`config.mk`:
```
export PLATFORM = sky130hd
export DESIGN_NAME = lockup_watchdog
export DESIGN_NICKNAME = d
export VERILOG_FILES = /design/src/rtl/lockup_watchdog.sv
export SDC_FILE = /design/constraint.sdc
export NUM_CORES = 1
export LEC_CHECK = 0
export BUFFER_PORTS_ARGS = -buffer_cell sky130_fd_sc_hd__buf_2
export CAP_MARGIN = 20
export CORE_MARGIN = 5
export CORE_UTILIZATION = 28
export CTS_BUF_LIST = sky130_fd_sc_hd__clkbuf_4 sky130_fd_sc_hd__clkbuf_8
export DETAILED_ROUTE_END_ITERATION = 7
export MAX_ROUTING_LAYER = met4
export PLACE_DENSITY = 0.45
export SLEW_MARGIN = 5
export SYNTH_ARGS = -nofsm -noshare
export SYNTH_HDL_FRONTEND = slang
export SYNTH_SLANG_ARGS = --single-unit
```
`constraint.sdc`:
```
create_clock -name clk -period 4 [get_ports clk]
set_clock_uncertainty 0.15 [all_clocks]
set_input_delay 0 -clock clk [delete_from_list [all_inputs] [get_ports clk]]
set_output_delay 0 -clock clk [all_outputs]
set_load 0.005 [all_outputs]
```
`src/rtl/lockup_watchdog.sv`:
```
`timescale 1ns/1ps
module lockup_watchdog #(
  parameter int PRE_W    = 16,
  parameter int DMA_TO_W = 11,
  parameter int MAC_TO_W = 16
) (
  input  logic                     clk,
  input  logic                     rst_n,
  input  logic                     cfg_wr_en,
  input  logic [PRE_W+DMA_TO_W+4:0] cfg_wr_data,
  output logic [PRE_W+DMA_TO_W+4:0] cfg_rd_data,
  input  logic [MAC_TO_W-1:0]      mac_timeout,
  input  logic [3:0]               busy,
  input  logic [3:0]               progress,
  input  logic [3:0]               lock_clr,
  output logic [3:0]               lock_flag,
  output logic                     mac_reset_req
);
  localparam int TO_LSB  = PRE_W;
  localparam int REC_BIT = PRE_W + DMA_TO_W;
  localparam int EN_LSB  = REC_BIT + 1;
  localparam int CFG_W   = EN_LSB + 4;
  localparam int CNT_W   = (DMA_TO_W > MAC_TO_W) ? DMA_TO_W : MAC_TO_W;
  localparam logic [CFG_W-1:0] CFG_RST = {5'b0, {DMA_TO_W{1'b1}}, {PRE_W{1'b1}}};

  logic [CFG_W-1:0] cfg;
  logic [PRE_W-1:0] pcnt;
  logic [3:0]       rise;

  wire [PRE_W-1:0]    presc   = cfg[PRE_W-1:0];
  wire [DMA_TO_W-1:0] dma_to  = cfg[REC_BIT-1:TO_LSB];
  wire                rec_en  = cfg[REC_BIT];
  wire [3:0]          en      = cfg[CFG_W-1:EN_LSB];
  wire                restart = cfg_wr_en && (cfg_wr_data[REC_BIT-1:0] != cfg[REC_BIT-1:0]);
  wire [PRE_W:0]      pinc    = {1'b0, pcnt} + 1'b1;
  wire                tick    = pinc >= {1'b0, presc};

  assign cfg_rd_data = cfg;

  always_ff @(posedge clk) begin
    if (!rst_n)         cfg <= CFG_RST;
    else if (cfg_wr_en) cfg <= cfg_wr_data;
  end

  always_ff @(posedge clk) begin
    if (!rst_n || restart || tick) pcnt <= '0;
    else                           pcnt <= pinc[PRE_W-1:0];
  end

  for (genvar i = 0; i < 4; i++) begin : g_mon
    logic [CNT_W-1:0] cnt;
    logic [CNT_W-1:0] lim;
    if (i % 2 == 1) begin : g_dma
      assign lim = CNT_W'(dma_to);
    end else begin : g_mac
      assign lim = CNT_W'(mac_timeout);
    end
    wire           stall = en[i] & busy[i] & ~progress[i];
    wire [CNT_W:0] cinc  = {1'b0, cnt} + 1'b1;
    wire           hit   = stall & tick & (lim != '0) & (cinc >= {1'b0, lim});

    always_ff @(posedge clk) begin
      if (!rst_n || restart || !stall || hit) cnt <= '0;
      else if (tick)                          cnt <= cinc[CNT_W-1:0];
    end

    always_ff @(posedge clk) begin
      if (!rst_n || lock_clr[i]) lock_flag[i] <= 1'b0;
      else if (hit)              lock_flag[i] <= 1'b1;
    end

    assign rise[i] = hit & ~lock_flag[i] & ~lock_clr[i];
  end

  always_ff @(posedge clk) begin
    if (!rst_n) mac_reset_req <= 1'b0;
    else        mac_reset_req <= rec_en & (|rise);
  end
endmodule

```
After elaboration in Yosys (flattened, before gate mapping)
Cells that the tools add are included.
{"block": "word_totals", "register_bits": 117, "ramBits": 0, "word_cells": 86, "latchBits": 0, "mem_count": 0, "in_bits": 63, "output_inout_bits": 37, "romBits": 0}
{"block": "op_classes", "n_reduce_logical": 23, "n_mul": 0, "eq_ne": 1, "magnitude_cmp": 5, "muxes": 0, "div": 0, "bitwise_logic": 41, "add_sub_neg": 5, "shift": 0}
{"operator": "adder 16 x 1 -> 17 bit, second input constant", "n": 5}
{"operator": ">= comparator 17 x 16 -> 1 bit", "n": 3}
{"operator": ">= comparator 17 x 11 -> 1 bit", "n": 2}
{"operator": "nonzero test 16 bit", "n": 2}
{"operator": "bitwise AND 1 bit", "n": 29}
{"operator": "inequality test 27 bit", "n": 1}
{"operator": "logical OR 1 bit", "n": 14}
{"operator": "inverter 1 bit", "n": 12}
{"operator": "logical NOT 1 bit", "n": 5}
{"operator": "OR reduction 4 bit", "n": 1}
{"operator": "logical AND 1 bit", "n": 1}

Depth between registers and ports, before layout
{"block": "logic_depth", "ltp_word": 9, "ltp_mapped": 16, "ltp_nobuf": 15}

Worst setup path before layout
No wires, ideal clock.
{"block": "synth_path", "path_kind": "reg2reg", "start": "reg g_mon[2].cnt[0]", "end": "reg g_mon[2].cnt[10]", "t_arrival_ns": 3.189, "path_stages_with_launch": 17, "t_required_ns": 3.736, "setup_time_ns": 0.114, "slack_ns": 0.547, "synth_period_minus_slack_ns": 3.453, "cell_sequence": "dfxtp_1 ha_1 and3_1 nand3_2 nor2_1 and3_1 nand3_1 xnor2_1 ha_1 nand2_1 or2_2 nor4_1 a311o_2 a22oi_2 o211ai_4 buf_6 nor2_1"}
{"block": "synth_between", "elab_chain_cells": 4}
{"element": "from (decl)", "line": "51", "source": "logic [CNT_W-1:0] cnt;"}
{"element": "from (signal assigned)", "line": "64", "source": "else if (tick) cnt <= cinc[CNT_W-1:0];"}
{"element": "adder 16 x 1 -> 17 bit", "line": "59", "source": "wire [CNT_W:0] cinc = {1'b0, cnt} + 1'b1;"}
{"element": "via g_mon[2].cinc[12]", "line": "59"}
{"element": ">= comparator 17 x 16 -> 1 bit", "line": "60", "source": "wire hit = stall & tick & (lim != '0) & (cinc >= {1'b0, lim});"}
{"element": "bitwise AND 1 bit", "line": "60"}
{"element": "logical OR 1 bit", "line": "63", "source": "if (!rst_n || restart || !stall || hit) cnt <= '0;"}
The timed path passes the listed nets, and every way through them passes these cells.
A chain may end at the register's enable or synchronous reset.

Worst setup path in the final report
{"block": "layout_path", "start": "reg pcnt[0]", "end": "reg mac_reset_req"}
{"block": "layout_between", "elab_chain_cells": 9}
{"element": "from (decl)", "line": "27", "source": "logic [PRE_W-1:0] pcnt;"}
{"element": "from (signal assigned)", "line": "47", "source": "else pcnt <= pinc[PRE_W-1:0];"}
{"element": "adder 16 x 1 -> 17 bit (*)", "line": "35", "source": "wire [PRE_W:0] pinc = {1'b0, pcnt} + 1'b1;"}
{"element": "via pinc[10]", "line": "35"}
{"element": ">= comparator 17 x 16 -> 1 bit (*)", "line": "36", "source": "wire tick = pinc >= {1'b0, presc};"}
{"element": "bitwise AND 1 bit (3 in a row)", "line": "60"}
{"element": "bitwise AND 1 bit (2 in a row)", "line": "72", "source": "assign rise[i] = hit & ~lock_flag[i] & ~lock_clr[i];"}
{"element": "OR reduction 4 bit (*)", "line": "77", "source": "else mac_reset_req <= rec_en & (|rise);"}
{"element": "bitwise AND 1 bit (*)", "line": "77"}
{"element": "to (signal assigned)", "line": "77"}
{"element": "to (decl)", "line": "17", "source": "output logic mac_reset_req"}
Mark *: on every way through the listed nets, which the timed path passes. The rest lies on a longest branch.

==> impl_metrics.toml <==
[timing]
finalSetupTns_ns = 0
drv_slew = 0
max_slew_margin_pct = 56.70
rsz0062_at_grt = "false"
fin_crit_sh_pct = 92.22
fmax_mhz = 271.1
worst_pin_slew_ns = 0.6494
setup-violations-final = 0
min_period_ns = 3.689
finalHoldViolCount = 0

[critical_path]
crit_required_ns = 4.19
crit_buf_inv = 1
cpMostUsedCell = "ha_1"
worstSetupPathType = "register to register"
critPathLaunchType = "register"
worst_path_max_delay_cell = "dfxtp_1"
critPathMaxFanout = 12
critPathTopFamily = "compound AO/OA/AOI/OAI gates"
end_kind = "register"
cp_cell_sequence = "ha_1 -> nand3_1 -> nor2_1 -> and2_1 -> and4_1 -> xor2_1 -> ha_1 -> a21o_1 -> a21oi_1 -> o221ai_1 -> a31o_4 -> o21ai_2 -> nor4_1 -> buf_4 -> a211o_1"
cp_slowest_stage_delay_ns = 0.39
cp.arrival_ns = 3.88

[hold_path]
hp-class = "input port to register"

[final_layout]
area_growth_pct = 28.61
design_area_sq_um = 10080
nFillCells = 2892
final_common_cell = "dfxtp_1"
drive_gt1_share_pct = 16.35
final_cell_mix = "dfxtp_1, xor2_1, buf_2, nor2_1, dlygate4sd3_1"
final_cells = 1485
nets = 1232
antenna_cells = 0

[detailed_routing]
drt_pre_antenna_iters = 4
via_count = 6902
wirelength_um = 23140
via_per_inst = 4.648
wl_per_cell_um = 15.58
drc = 0
drt_iter0_drc = 311
antenna_left = 0

[placement]
io_buffers = 99
routabilityCongestion = 0.7785
place_inst = 1374
place_hpwl_um = 16910
place_area_sq_um = 8812

[power]
combPwrFrac_pct = 10.6
p_clk_share_pct = 46.0
finalPower_w = 0.002789
leakage_nw = 4.555
p_per_area_nw_per_um2 = 276.6
seqPwrFrac_pct = 43.5
p_switching_w = 0.0007551
swShare_pct = 27.07
vdd_ir_drop_max_mv = 0.1943
p_int_w = 0.002034

[synthesis]
synthArstFlopShare_pct = 0
synth.top_cell.area_share_pct = 29.88
synth.distinct_cells = 60
synth_area_leaders = "dfxtp_1, ha_1, xor2_1"
ys_seq_area_share_pct = 29.88
synth-main-ff-cell = "dfxtp_1"
synth_top_cell_by_area = "dfxtp_1"
syn_area_sq_um = 7840
ys_seq_elements = 117
postSynthAreaPerCell_sq_um = 8.568
synth_nets = 1053
synth_warnings = 0
syn_inst = 915
synth_edf_count = 0

[clock_network]
clk_latency_ns = 0.46
cts_root_buf = "clkbuf_8"
cts_tree = "done"
cts_sinks = 117
clk_path_buf_depth = 2
clk_pin_slew_ns = 0.08
cts_made_buffers = 17
cts_htree_levels = 4

[die]
core_sq_um = 27710
die_area_sq_um = 31450
num_rows = 61
initial_core_util_pct = 28.30
dieHeight_um = 177.3
fp.dieW_um = 177.3
io_pins = 100

[grt]
antenna_found_initial = 0
top_usage_layer = "met2"
met2_usage_pct = 24.73
first_global_vias = 6956
grtUsageMet3_pct = 2.748
use_met1_pct = 19.59
grt_pass1_wl_um = 36740
grt_use_total_pct = 15.19
grt_overflow = 0
grt_max_degree = 58

[status]
status = "complete, no violations"

[job]
drv_cap = 0
==> kinds of logic after synthesis <==
kind of cell / synth area share, %
AND/OR/NAND/NOR: 21.32
adder cells (fa/ha/maj): 11.97
flip-flops: 29.88
AO/OA/AOI/OAI: 13.98
multiplexers: 1.532
XOR/XNOR: 16.65
buffers and inverters: 4.676
==> worst min-delay path, stage by stage <==
cell and delay, ns:
buf_2 0.12, buf_4 0.27, nor2b_1 0.19
==> cells in the mapped netlist, types with 4 or more instances <==
| cell type | instances |
|---|---|
| dfxtp_1 | 117 |
| xnor2_1 | 46 |
| o21ai_0 | 51 |
| and2_1 | 6 |
| nand2_1 | 67 |
| o2111ai_1 | 9 |
| and4_1 | 5 |
| mux2i_1 | 12 |
| inv_1 | 46 |
| nand2b_1 | 4 |
| a21oi_1 | 21 |
| a211oi_1 | 4 |
| clkbuf_1 | 26 |
| nor2b_1 | 10 |
| o211ai_4 | 4 |
| and3_1 | 32 |
| nor3_1 | 12 |
| nand3_1 | 27 |
| buf_6 | 5 |
| o211ai_1 | 27 |
| ha_1 | 75 |
| xor2_1 | 103 |
| nor4_2 | 4 |
| a211o_1 | 4 |
| nand4_1 | 25 |
| nor2_1 | 100 |
| nor4_1 | 14 |
| o21bai_1 | 12 |
==> metrics by stage <==
stage | setup slack, ns | utilization (%) | hold slack, ns
finish | 0.3110 | 36.40 | 0.03309
global route | 0.002705 | 36.40 | 0.02005
CTS | 0.2001 | 36.21 | 0.002175
detailed placement | 0.2400 | 31.81 | 0.1001
global placement | 0.2517 | 31.81 | 0.09800
floorplan | 0.5469 | - | -0.02123
==> power by group through the flow <==
stage	logic, W	clock network (W)	registers (W)
floorplan	0.000122	0	0.00124
global placement	0.000230	0	0.00124
detailed placement	0.000231	0	0.00124
CTS	0.000295	0.00132	0.00121
global route	0.000329	0.00138	0.00122
finish	0.000294	0.00128	0.00121
==> registers in the layout, summed over array words and instances, names as in the netlist <==
register       count
mac_reset_req      1
cfg_rd_data       32
g_mon.cnt         64
pcnt              16
lock_flag          4
==> final timing paths <==
path	to	slack (ns)	depth (start not counted)	from
hold / removal	cfg_rd_data[30]	0.03	3	rst_n
setup / recovery	mac_reset_req	0.31	15	pcnt[0]
setup reg to reg	mac_reset_req	0.31	15	pcnt[0]
hold reg to reg	pcnt[0]	0.33	1	pcnt[0]
==> metal layers <==
| layer | wire (um) | share of wire, % |
|---|---|---|
| met3 | 767 | 3.3 |
| met4 | 254 | 1.1 |
| met1 | 11370 | 49 |
| met2 | 10750 | 46 |
| met5 | 0 | 0 |
==> area by class of cell <==
| class | instances | area (sq um) | share of cell area [%] |
|---|---|---|---|
| multi-input combinational | 714 | 5155 | 51.12 |
| sequential | 117 | 2342 | 23.23 |
| timing repair buffer | 198 | 1490 | 14.78 |
| tap | 378 | 473.0 | 4.690 |
| clock buffer | 17 | 234.0 | 2.320 |
| clock inverter | 15 | 216.5 | 2.147 |
| inverter | 46 | 172.7 | 1.712 |
==> timing repair <==
action | CTS | global route
buffers inserted | 0 | 1
gates resized for setup | 0 | 4
endpoints found under the hold margin | 108 | 0
setup endpoints to repair | 0 | 18
hold buffers | 77 | 0
Note: power is estimated with default switching activity, not from simulation.
